## src/rtl/iob_seq_pkg.sv

```systemverilog
package iob_seq_pkg;
  typedef enum logic [1:0] {
    MC_FETCH = 2'd0,
    MC_MRD   = 2'd1,
    MC_IO    = 2'd2
  } mcyc_e;
endpackage

```

## src/rtl/iob_cycle_timer.sv

```systemverilog
module iob_cycle_timer
  import iob_seq_pkg::*;
#(
  parameter int T_FETCH = 4,
  parameter int T_MRD   = 3,
  parameter int T_IO    = 3,
  parameter int TS_W    = 3
) (
  input  logic            clk,
  input  logic            rst_n,
  input  logic            start,
  output logic            active,
  output mcyc_e           mc,
  output logic [TS_W-1:0] ts,
  output logic            seq_last
);
  logic [TS_W-1:0] len_m1;
  logic            cyc_last;

  always_comb begin
    case (mc)
      MC_FETCH: len_m1 = TS_W'(T_FETCH - 1);
      MC_MRD:   len_m1 = TS_W'(T_MRD - 1);
      default:  len_m1 = TS_W'(T_IO - 1);
    endcase
  end

  assign cyc_last = (ts == len_m1);
  assign seq_last = active && cyc_last && (mc == MC_IO);

  always_ff @(posedge clk or negedge rst_n) begin
    if (!rst_n) begin
      active <= 1'b0;
      mc     <= MC_FETCH;
      ts     <= '0;
    end else if (start && !active) begin
      active <= 1'b1;
      mc     <= MC_FETCH;
      ts     <= '0;
    end else if (active) begin
      if (cyc_last) begin
        ts <= '0;
        case (mc)
          MC_FETCH: mc <= MC_MRD;
          MC_MRD:   mc <= MC_IO;
          default: begin
            mc     <= MC_FETCH;
            active <= 1'b0;
          end
        endcase
      end else begin
        ts <= ts + 1'b1;
      end
    end
  end
endmodule

```

## src/rtl/iob_bus_driver.sv

```systemverilog
module iob_bus_driver
  import iob_seq_pkg::*;
#(
  parameter int DW   = 8,
  parameter int TS_W = 3
) (
  input  logic            active,
  input  mcyc_e           mc,
  input  logic [TS_W-1:0] ts,
  input  logic            dir_out,
  input  logic [DW-1:0]   port,
  input  logic [DW-1:0]   wdata,
  input  logic [2*DW-1:0] pc,
  output logic [DW-1:0]   ad_o,
  output logic            ad_oe,
  output logic [DW-1:0]   a_hi,
  output logic            ale,
  output logic            io_m,
  output logic            rd_n,
  output logic            wr_n
);
  logic [2*DW-1:0] addr;
  logic            t1, t2, in_io, wr_cyc;

  always_comb begin
    case (mc)
      MC_FETCH: addr = pc;
      MC_MRD:   addr = pc + 1'b1;
      default:  addr = {port, port};
    endcase
  end

  assign t1     = active && (ts == '0);
  assign t2     = active && (ts == TS_W'(1));
  assign in_io  = active && (mc == MC_IO);
  assign wr_cyc = in_io && dir_out;

  assign ale   = t1;
  assign io_m  = in_io;
  assign a_hi  = active ? addr[2*DW-1:DW] : '0;
  assign ad_oe = t1 || (wr_cyc && !t1);
  assign ad_o  = t1 ? addr[DW-1:0] : (wr_cyc ? wdata : '0);
  assign rd_n  = !(t2 && !wr_cyc);
  assign wr_n  = !(t2 && wr_cyc);
endmodule

```

## src/rtl/iob_port_sequencer.sv

```systemverilog
module iob_port_sequencer
  import iob_seq_pkg::*;
#(
  parameter int DW      = 8,
  parameter int T_FETCH = 4,
  parameter int T_MRD   = 3,
  parameter int T_IO    = 3
) (
  input  logic            clk,
  input  logic            rst_n,
  input  logic            req_valid,
  output logic            req_ready,
  input  logic            req_dir,
  input  logic [DW-1:0]   req_port,
  input  logic [DW-1:0]   req_wdata,
  input  logic [2*DW-1:0] req_pc,
  output logic            done,
  output logic [DW-1:0]   in_data,
  output logic [DW-1:0]   ad_o,
  output logic            ad_oe,
  input  logic [DW-1:0]   ad_i,
  output logic [DW-1:0]   a_hi,
  output logic            ale,
  output logic            io_m,
  output logic            rd_n,
  output logic            wr_n
);
  localparam int TMAX = (T_FETCH > T_MRD) ? ((T_FETCH > T_IO) ? T_FETCH : T_IO)
                                          : ((T_MRD > T_IO) ? T_MRD : T_IO);
  localparam int TS_W = $clog2(TMAX + 1);

  logic            active, seq_last, accept, capture;
  mcyc_e           mc;
  logic [TS_W-1:0] ts;
  logic            dir_q;
  logic [DW-1:0]   port_q, wdata_q;
  logic [2*DW-1:0] pc_q;

  assign req_ready = !active;
  assign accept    = req_valid && req_ready;
  assign done      = seq_last;
  assign capture   = active && (mc == MC_IO) && (ts == TS_W'(1)) && !dir_q;

  always_ff @(posedge clk or negedge rst_n) begin
    if (!rst_n) begin
      dir_q   <= 1'b0;
      port_q  <= '0;
      wdata_q <= '0;
      pc_q    <= '0;
    end else if (accept) begin
      dir_q   <= req_dir;
      port_q  <= req_port;
      wdata_q <= req_wdata;
      pc_q    <= req_pc;
    end
  end

  always_ff @(posedge clk or negedge rst_n) begin
    if (!rst_n)       in_data <= '0;
    else if (capture) in_data <= ad_i;
  end

  iob_cycle_timer #(
    .T_FETCH(T_FETCH), .T_MRD(T_MRD), .T_IO(T_IO), .TS_W(TS_W)
  ) u_timer (
    .clk(clk), .rst_n(rst_n), .start(accept),
    .active(active), .mc(mc), .ts(ts), .seq_last(seq_last)
  );

  iob_bus_driver #(.DW(DW), .TS_W(TS_W)) u_drv (
    .active(active), .mc(mc), .ts(ts), .dir_out(dir_q),
    .port(port_q), .wdata(wdata_q), .pc(pc_q),
    .ad_o(ad_o), .ad_oe(ad_oe), .a_hi(a_hi), .ale(ale),
    .io_m(io_m), .rd_n(rd_n), .wr_n(wr_n)
  );
endmodule

```

## config.mk

```make
export PLATFORM = sky130hd
export DESIGN_NAME = iob_port_sequencer
export DESIGN_NICKNAME = d
export VERILOG_FILES = /design/src/rtl/iob_seq_pkg.sv /design/src/rtl/iob_cycle_timer.sv /design/src/rtl/iob_bus_driver.sv /design/src/rtl/iob_port_sequencer.sv
export SDC_FILE = /design/constraint.sdc
export NUM_CORES = 1
export LEC_CHECK = 0
export BUFFER_PORTS_ARGS = -buffer_cell sky130_fd_sc_hd__buf_2
export CAP_MARGIN = 10
export CELL_PAD_IN_SITES_DETAIL_PLACEMENT = 1
export CELL_PAD_IN_SITES_GLOBAL_PLACEMENT = 2
export CORE_MARGIN = 2
export CORE_UTILIZATION = 30
export DETAILED_ROUTE_END_ITERATION = 7
export GPL_ROUTABILITY_DRIVEN = 0
export PLACE_DENSITY_LB_ADDON = 0.1
export SLEW_MARGIN = 25
export SYNTH_ARGS = -nofsm -noshare
export SYNTH_HDL_FRONTEND = slang
export SYNTH_SLANG_ARGS = --single-unit
```

## constraint.sdc

```tcl
create_clock -name clk -period 2 [get_ports clk]
set_input_delay 0.2 -clock clk [delete_from_list [all_inputs] [get_ports clk]]
set_output_delay 0.2 -clock clk [all_outputs]
set_load 0.05 [all_outputs]
```

==> results.json, run 1 <==
{
  "antenna_found_initial": 0,
  "clockPowerShare_pct": 9.2,
  "pre_cts_ws_ns": -0.0229,
  "fp-row-count": 33,
  "final_cell_mix": "57 x buf_2, 43 x dfrtp_1, 39 x mux2_2, 35 x buf_4, 18 x buf_6",
  "setup_viol": 7,
  "remaining_drc_errors": 0,
  "post_drt_wl_per_cell_um": 16.0,
  "num_io_pins": 75,
  "grt_overflow": 0,
  "grt_pass1_wl_um": 11400,
  "antenna_cells": 0,
  "worst_slack_ns": -0.0685,
  "whs_ns": 0.0969,
  "ys_ff_latch": 47,
  "fin_crit_ns": 2.07,
  "crit_family": "flip-flops",
  "core_sq_um": 8180,
  "io_buffers": 74,
  "synthToLayoutAreaGrowth_pct": 46.9,
  "synthCells": 234,
  "hpwlAfterDp_um": 5190,
  "drv_slew": 0,
  "die_w_um": 95.4,
  "hold_class": "primary input to flop",
  "cts.sinks": 47,
  "drive_gt1_share_pct": 57.6,
  "worstPathRequired_ns": 1.80,
  "syn_area_sq_um": 2510,
  "hold-path-cell-count": 3,
  "arrival_ns": 1.87,
  "synth_cell_types": 36,
  "ctsLongestPathBuffers": 2,
  "fillerInstances": 934,
  "die-area_sq_um": 9100,
  "place_area_sq_um": 3130,
  "instances_no_fill": 447,
  "ys_warn_count": 0,
  "final_common_cell": "buf_2",
  "utilization_pct": 45.0,
  "dr.pass1.iters": 4,
  "cts_tree": "yes",
  "cap_violations": 0,
  "reg2regPathDepth": 6,
  "min_period_over_period_pct": 103,
  "cp-end-kind": "output port",
  "tightestPinTransition_ns": 0.773,
  "grt_max_degree": 37,
  "start_kind": "flop",
  "dp.cells": 417,
  "synth_top_cell_area_share_pct": 46.9,
  "swShare_pct": 48.0,
  "clk_pin_slew_ns": 0.09,
  "peakVddDrop_mv": 0.590,
  "grt_pass1_vias": 2218,
  "drtIter0Drc": 66,
  "p_seq_share_pct": 26.3,
  "ys_top_cells_by_area": "dfrtp_1 47%, mux2_2 18%, nand3_1 3.2%",
  "worstSetupPathType": "flop to output port",
  "final_hold_viol_count": 0,
  "ant_nets": 0,
  "power_switching_mw": 3.29,
  "path_buf_inv": 1,
  "grt.total_usage_pct": 16.3,
  "maxSlewHeadroom_pct": 48.4,
  "clock_latency_ns": 0.31,
  "numCtsBuffers": 5,
  "ys_seq_area_share_pct": 46.9,
  "synth_fp_nets": 282,
  "p_int_mw": 3.56,
  "rsz0062_at_grt": "true",
  "powerDensity_nw_per_um2": 1860,
  "final_area_sq_um": 3680,
  "synthFlopType": "dfrtp_1",
  "h-tree-depth": 2,
  "max_freq_mhz": 483,
  "path_cells": "ha_4, nand4_1, nor2_1, xnor2_1, o211a_1, buf_6",
  "via_count": 2208,
  "layout.nets": 389,
  "cts-root-buf": "clkbuf_8",
  "cp_num_cells": 6,
  "fin_tns_setup_ns": -0.259,
  "combPwrFrac_pct": 64.6,
  "cp_slowest_stage_delay_ns": 0.44,
  "finalPower_mw": 6.85,
  "outcome": "finished with violations",
  "initial_utilization_pct": 30.7,
  "slowest_stage": "dfrtp_1",
  "die_h_um": 95.4,
  "synth_edf_count": 0,
  "routed_wl_um": 7150,
  "synth_top_cell_by_area": "dfrtp_1",
  "async_flop_share_pct": 100,
  "syn_area_per_cell_sq_um": 10.7,
  "power_leakage_nw": 1.66,
  "routed_via_density": 4.94,
  "violations": "setup timing",
  "fin_skew_ns": 0.0109,
  "cp_max_fo": 4
}
## cells by family (layout without fill, tap and decap cells)
group	after synthesis	in the layout	synth area share, %
buffers and inverters	23	131	3.69
AOI/OAI and AO/OA	34	34	9.74
and+or+nand+nor	76	76	16.2
adders and majority gates	4	4	2.00
muxes	40	40	17.9
xor gates and xnor gates	10	10	3.49
DFF	47	47	46.9
## layout make-up
| cell class | instances | area, sq um | area share, % |
|---|---|---|---|
| clock buffers | 7 | 86.3 | 2.35 |
| well taps | 105 | 131 | 3.57 |
| repair buffers | 114 | 803 | 21.8 |
| clock inverters | 1 | 8.76 | 0.238 |
| multi-input cells | 164 | 1430 | 38.9 |
| flip-flops and latches | 47 | 1180 | 32.1 |
| inverters | 9 | 37.5 | 1.02 |
## power groups by stage
stage	combinational, mW	clock [mW]	sequential, mW
after floorplan	2.39	0	2.01
after global placement	3.55	0	1.80
after detailed placement	3.59	0	1.82
after CTS	4.03	0.658	1.79
after global routing	4.75	0.688	1.87
final	4.42	0.627	1.80
## state kept, by name, indices dropped and copies added (netlist names)
register and cells:
in_data 8, pc_q 16, port_q 8, u_timer.mc 2, u_timer.ts 3, u_timer.active 1, dir_q 1, wdata_q 8
## Yosys cell counts (all sizes together), types with 5 or more instances
library cell,instances
o21ai,14
buf,5
nor2,5
mux2,39
nand4,5
xor2,5
clkbuf,9
xnor2,5
o211a,6
inv,9
nor4,6
dfrtp,47
nand3,16
nor3,7
nand2,17
nand2b,8
## worst reg2reg max path: stages, from the launching register on
cell and delay, ns:
dfrtp_1 0.43, buf_6 0.15, o21ai_2 0.09, or4b_4 0.49, buf_4 0.17, or4_4 0.42
o311ai_2 0.08
## path summary, 6_finish.rpt
path,start,end,slack (ns)
worst max-delay path,pc_q[1],a_hi[0],-0.07
worst min-delay path,req_pc[14],pc_q[14],0.1
worst max register to register,u_timer.mc[0],u_timer.mc[0],0.08
worst min register to register,in_data[1],in_data[1],0.51
max in group asynchronous,rst_n,pc_q[9],0.87
min in group asynchronous,rst_n,pc_q[0],0.49
## routing by layer
layer  routed length, um  global-route usage [%]  vias to the layer above
met5                   0                       0                        -
li1                    -                       -                     1066
met3                 276                    2.61                        7
met1                3550                    24.2                     1087
met4                  89                    5.00                        0
met2                3230                    24.4                       48
## repair_timing
| action | in CTS | in global routing |
|---|---|---|
| buffers inserted | 12 | 9 |
| hold endpoints to repair | 30 | 0 |
| resized for setup | 44 | 36 |
| pin swaps | 8 | 14 |
| hold buffers | 1 | 0 |
| endpoints found under the setup margin | 17 | 18 |
(Power assumes the default switching activity.)
==> run 2: changes to the inputs <==
==> constraint.sdc (replaced) <==
create_clock -name clk -period 2.1 [get_ports clk]
set_input_delay 0.21 -clock clk [delete_from_list [all_inputs] [get_ports clk]]
set_output_delay 0.21 -clock clk [all_outputs]
set_load 0.05 [all_outputs]
==> results.json, run 2 (synthesized netlist as in run 1, its figures left out) <==
{
  "utilization_pct": 42.8,
  "initial_utilization_pct": 30.7,
  "largest_reg_flops": 16,
  "setup_viol": 6,
  "grt_pass1_wl_um": 11800,
  "final_hold_viol_count": 0,
  "final_area_sq_um": 3500,
  "fin_crit_ns": 2.17,
  "violations": "setup timing",
  "cp_max_fo": 4,
  "pre_cts_ws_ns": 0.0484,
  "core_sq_um": 8180,
  "grt_max_degree": 37,
  "layout.nets": 373,
  "slowest_stage": "dfrtp_1",
  "synthToLayoutAreaGrowth_pct": 39.6,
  "fp-row-count": 33,
  "reg2reg_from": "u_timer.mc[0]",
  "powerDensity_nw_per_um2": 1760,
  "start_kind": "flop",
  "rsz0062_at_grt": "true",
  "hpwlAfterDp_um": 5160,
  "final_cell_mix": "57 x buf_2, 42 x dfrtp_1, 39 x mux2_2, 25 x buf_4",
  "clock_latency_ns": 0.31,
  "cp-startpoint": "pc_q[1]",
  "num_io_pins": 75,
  "arrival_ns": 1.96,
  "worstSetupPathType": "flop to output port",
  "whs_ns": 0.0984,
  "post_drt_wl_per_cell_um": 16.9,
  "via_count": 2167,
  "path_buf_inv": 1,
  "fillerInstances": 914,
  "instances_no_fill": 431,
  "tightestPinTransition_ns": 0.624,
  "place_area_sq_um": 3100,
  "drv_slew": 0,
  "cts_tree": "yes",
  "die_h_um": 95.4,
  "largest_register": "pc_q",
  "hp-start": "req_pc[14]",
  "dr.pass1.iters": 4,
  "final_common_cell": "buf_2",
  "routed_wl_um": 7290,
  "hold_class": "primary input to flop",
  "worstPathRequired_ns": 1.89,
  "min_period_over_period_pct": 103,
  "dp.cells": 411,
  "path_cells": "ha_4, nand4_1, nor4_2, xnor2_1, o211a_1, buf_6",
  "drtIter0Drc": 76,
  "numCtsBuffers": 5,
  "io_buffers": 74,
  "grt_overflow": 0,
  "antenna_found_initial": 0,
  "routed_via_density": 5.03,
  "maxSlewHeadroom_pct": 58.4,
  "h-tree-depth": 2,
  "grt.total_usage_pct": 17.0,
  "finalPower_mw": 6.15,
  "die-area_sq_um": 9100,
  "cts.sinks": 47,
  "drive_gt1_share_pct": 53.4,
  "ant_nets": 0,
  "worst_slack_ns": -0.0730,
  "cts-root-buf": "clkbuf_8",
  "peakVddDrop_mv": 0.605,
  "antenna_cells": 0,
  "fin_tns_setup_ns": -0.256,
  "die_w_um": 95.4,
  "cap_violations": 0,
  "cp_slowest_stage_delay_ns": 0.44,
  "remaining_drc_errors": 0,
  "cp-end-kind": "output port",
  "crit_family": "simple AND/OR/NAND/NOR gates",
  "grt_pass1_vias": 2175,
  "outcome": "finished with violations",
  "power_leakage_nw": 1.57,
  "ctsLongestPathBuffers": 2,
  "fin_skew_ns": 0.00980,
  "max_freq_mhz": 460,
  "clk_pin_slew_ns": 0.10
}
==> run 2: layer usage <==
layer  track usage, %  wire (um)  vias to the layer above  share of wire, %
met4             5.12        117                        0               1.6
met3             3.48        423                       10               5.8
li1                 -          -                     1030                 -
met5                0          0                        -                 0
met2             25.7       3350                       65                46
met1             24.4       3400                     1062                47
==> run 2: path summary, 6_finish.rpt <==
path | end | slack, ns | cells after the start
max | a_hi[6] | -0.07 | 6
min reg2reg | port_q[0] | 0.51 | 1
max in group asynchronous | pc_q[2] | 1.09 | 3
min in group asynchronous | port_q[6] | 0.45 | 2
min | pc_q[14] | 0.1 | 3
max reg2reg | u_timer.mc[1] | 0.21 | 6
==> run 2: repair_timing <==
action                                 CTS  global route
gates cloned                             1             0
endpoints found under the hold margin   22             0
setup buffers                            7             3
pin swaps                               14            13
setup endpoints to repair               17            17
hold buffers                             1             0
resized for setup                       41            27
==> run 2: report_power, final <==
| group | switching (mW) | internal, mW |
|---|---|---|
| combinational | 2.32 | 1.49 |
| clock | 0.333 | 0.234 |
| sequential | 0.398 | 1.37 |
| total | 3.05 | 3.09 |
==> run 2: cell type report <==
| cell class | count | area (sq um) | area share (%) |
|---|---|---|---|
| timing repair buffer | 98 | 669 | 19.1 |
| sequential | 47 | 1180 | 33.8 |
| inverter | 9 | 33.8 | 0.965 |
| tap | 105 | 131 | 3.75 |
| clock buffer | 6 | 72.6 | 2.07 |
| multi-input combinational | 164 | 1400 | 39.9 |
| clock inverter | 2 | 12.5 | 0.358 |
==> run 2: tightest hold or removal path: cells and delay by family <==
family                 cells  cell delay (ns)
AOI/OAI and AO/OA          1             0.06
buffers and inverters      1             0.07
and+or+nand+nor            1             0.04
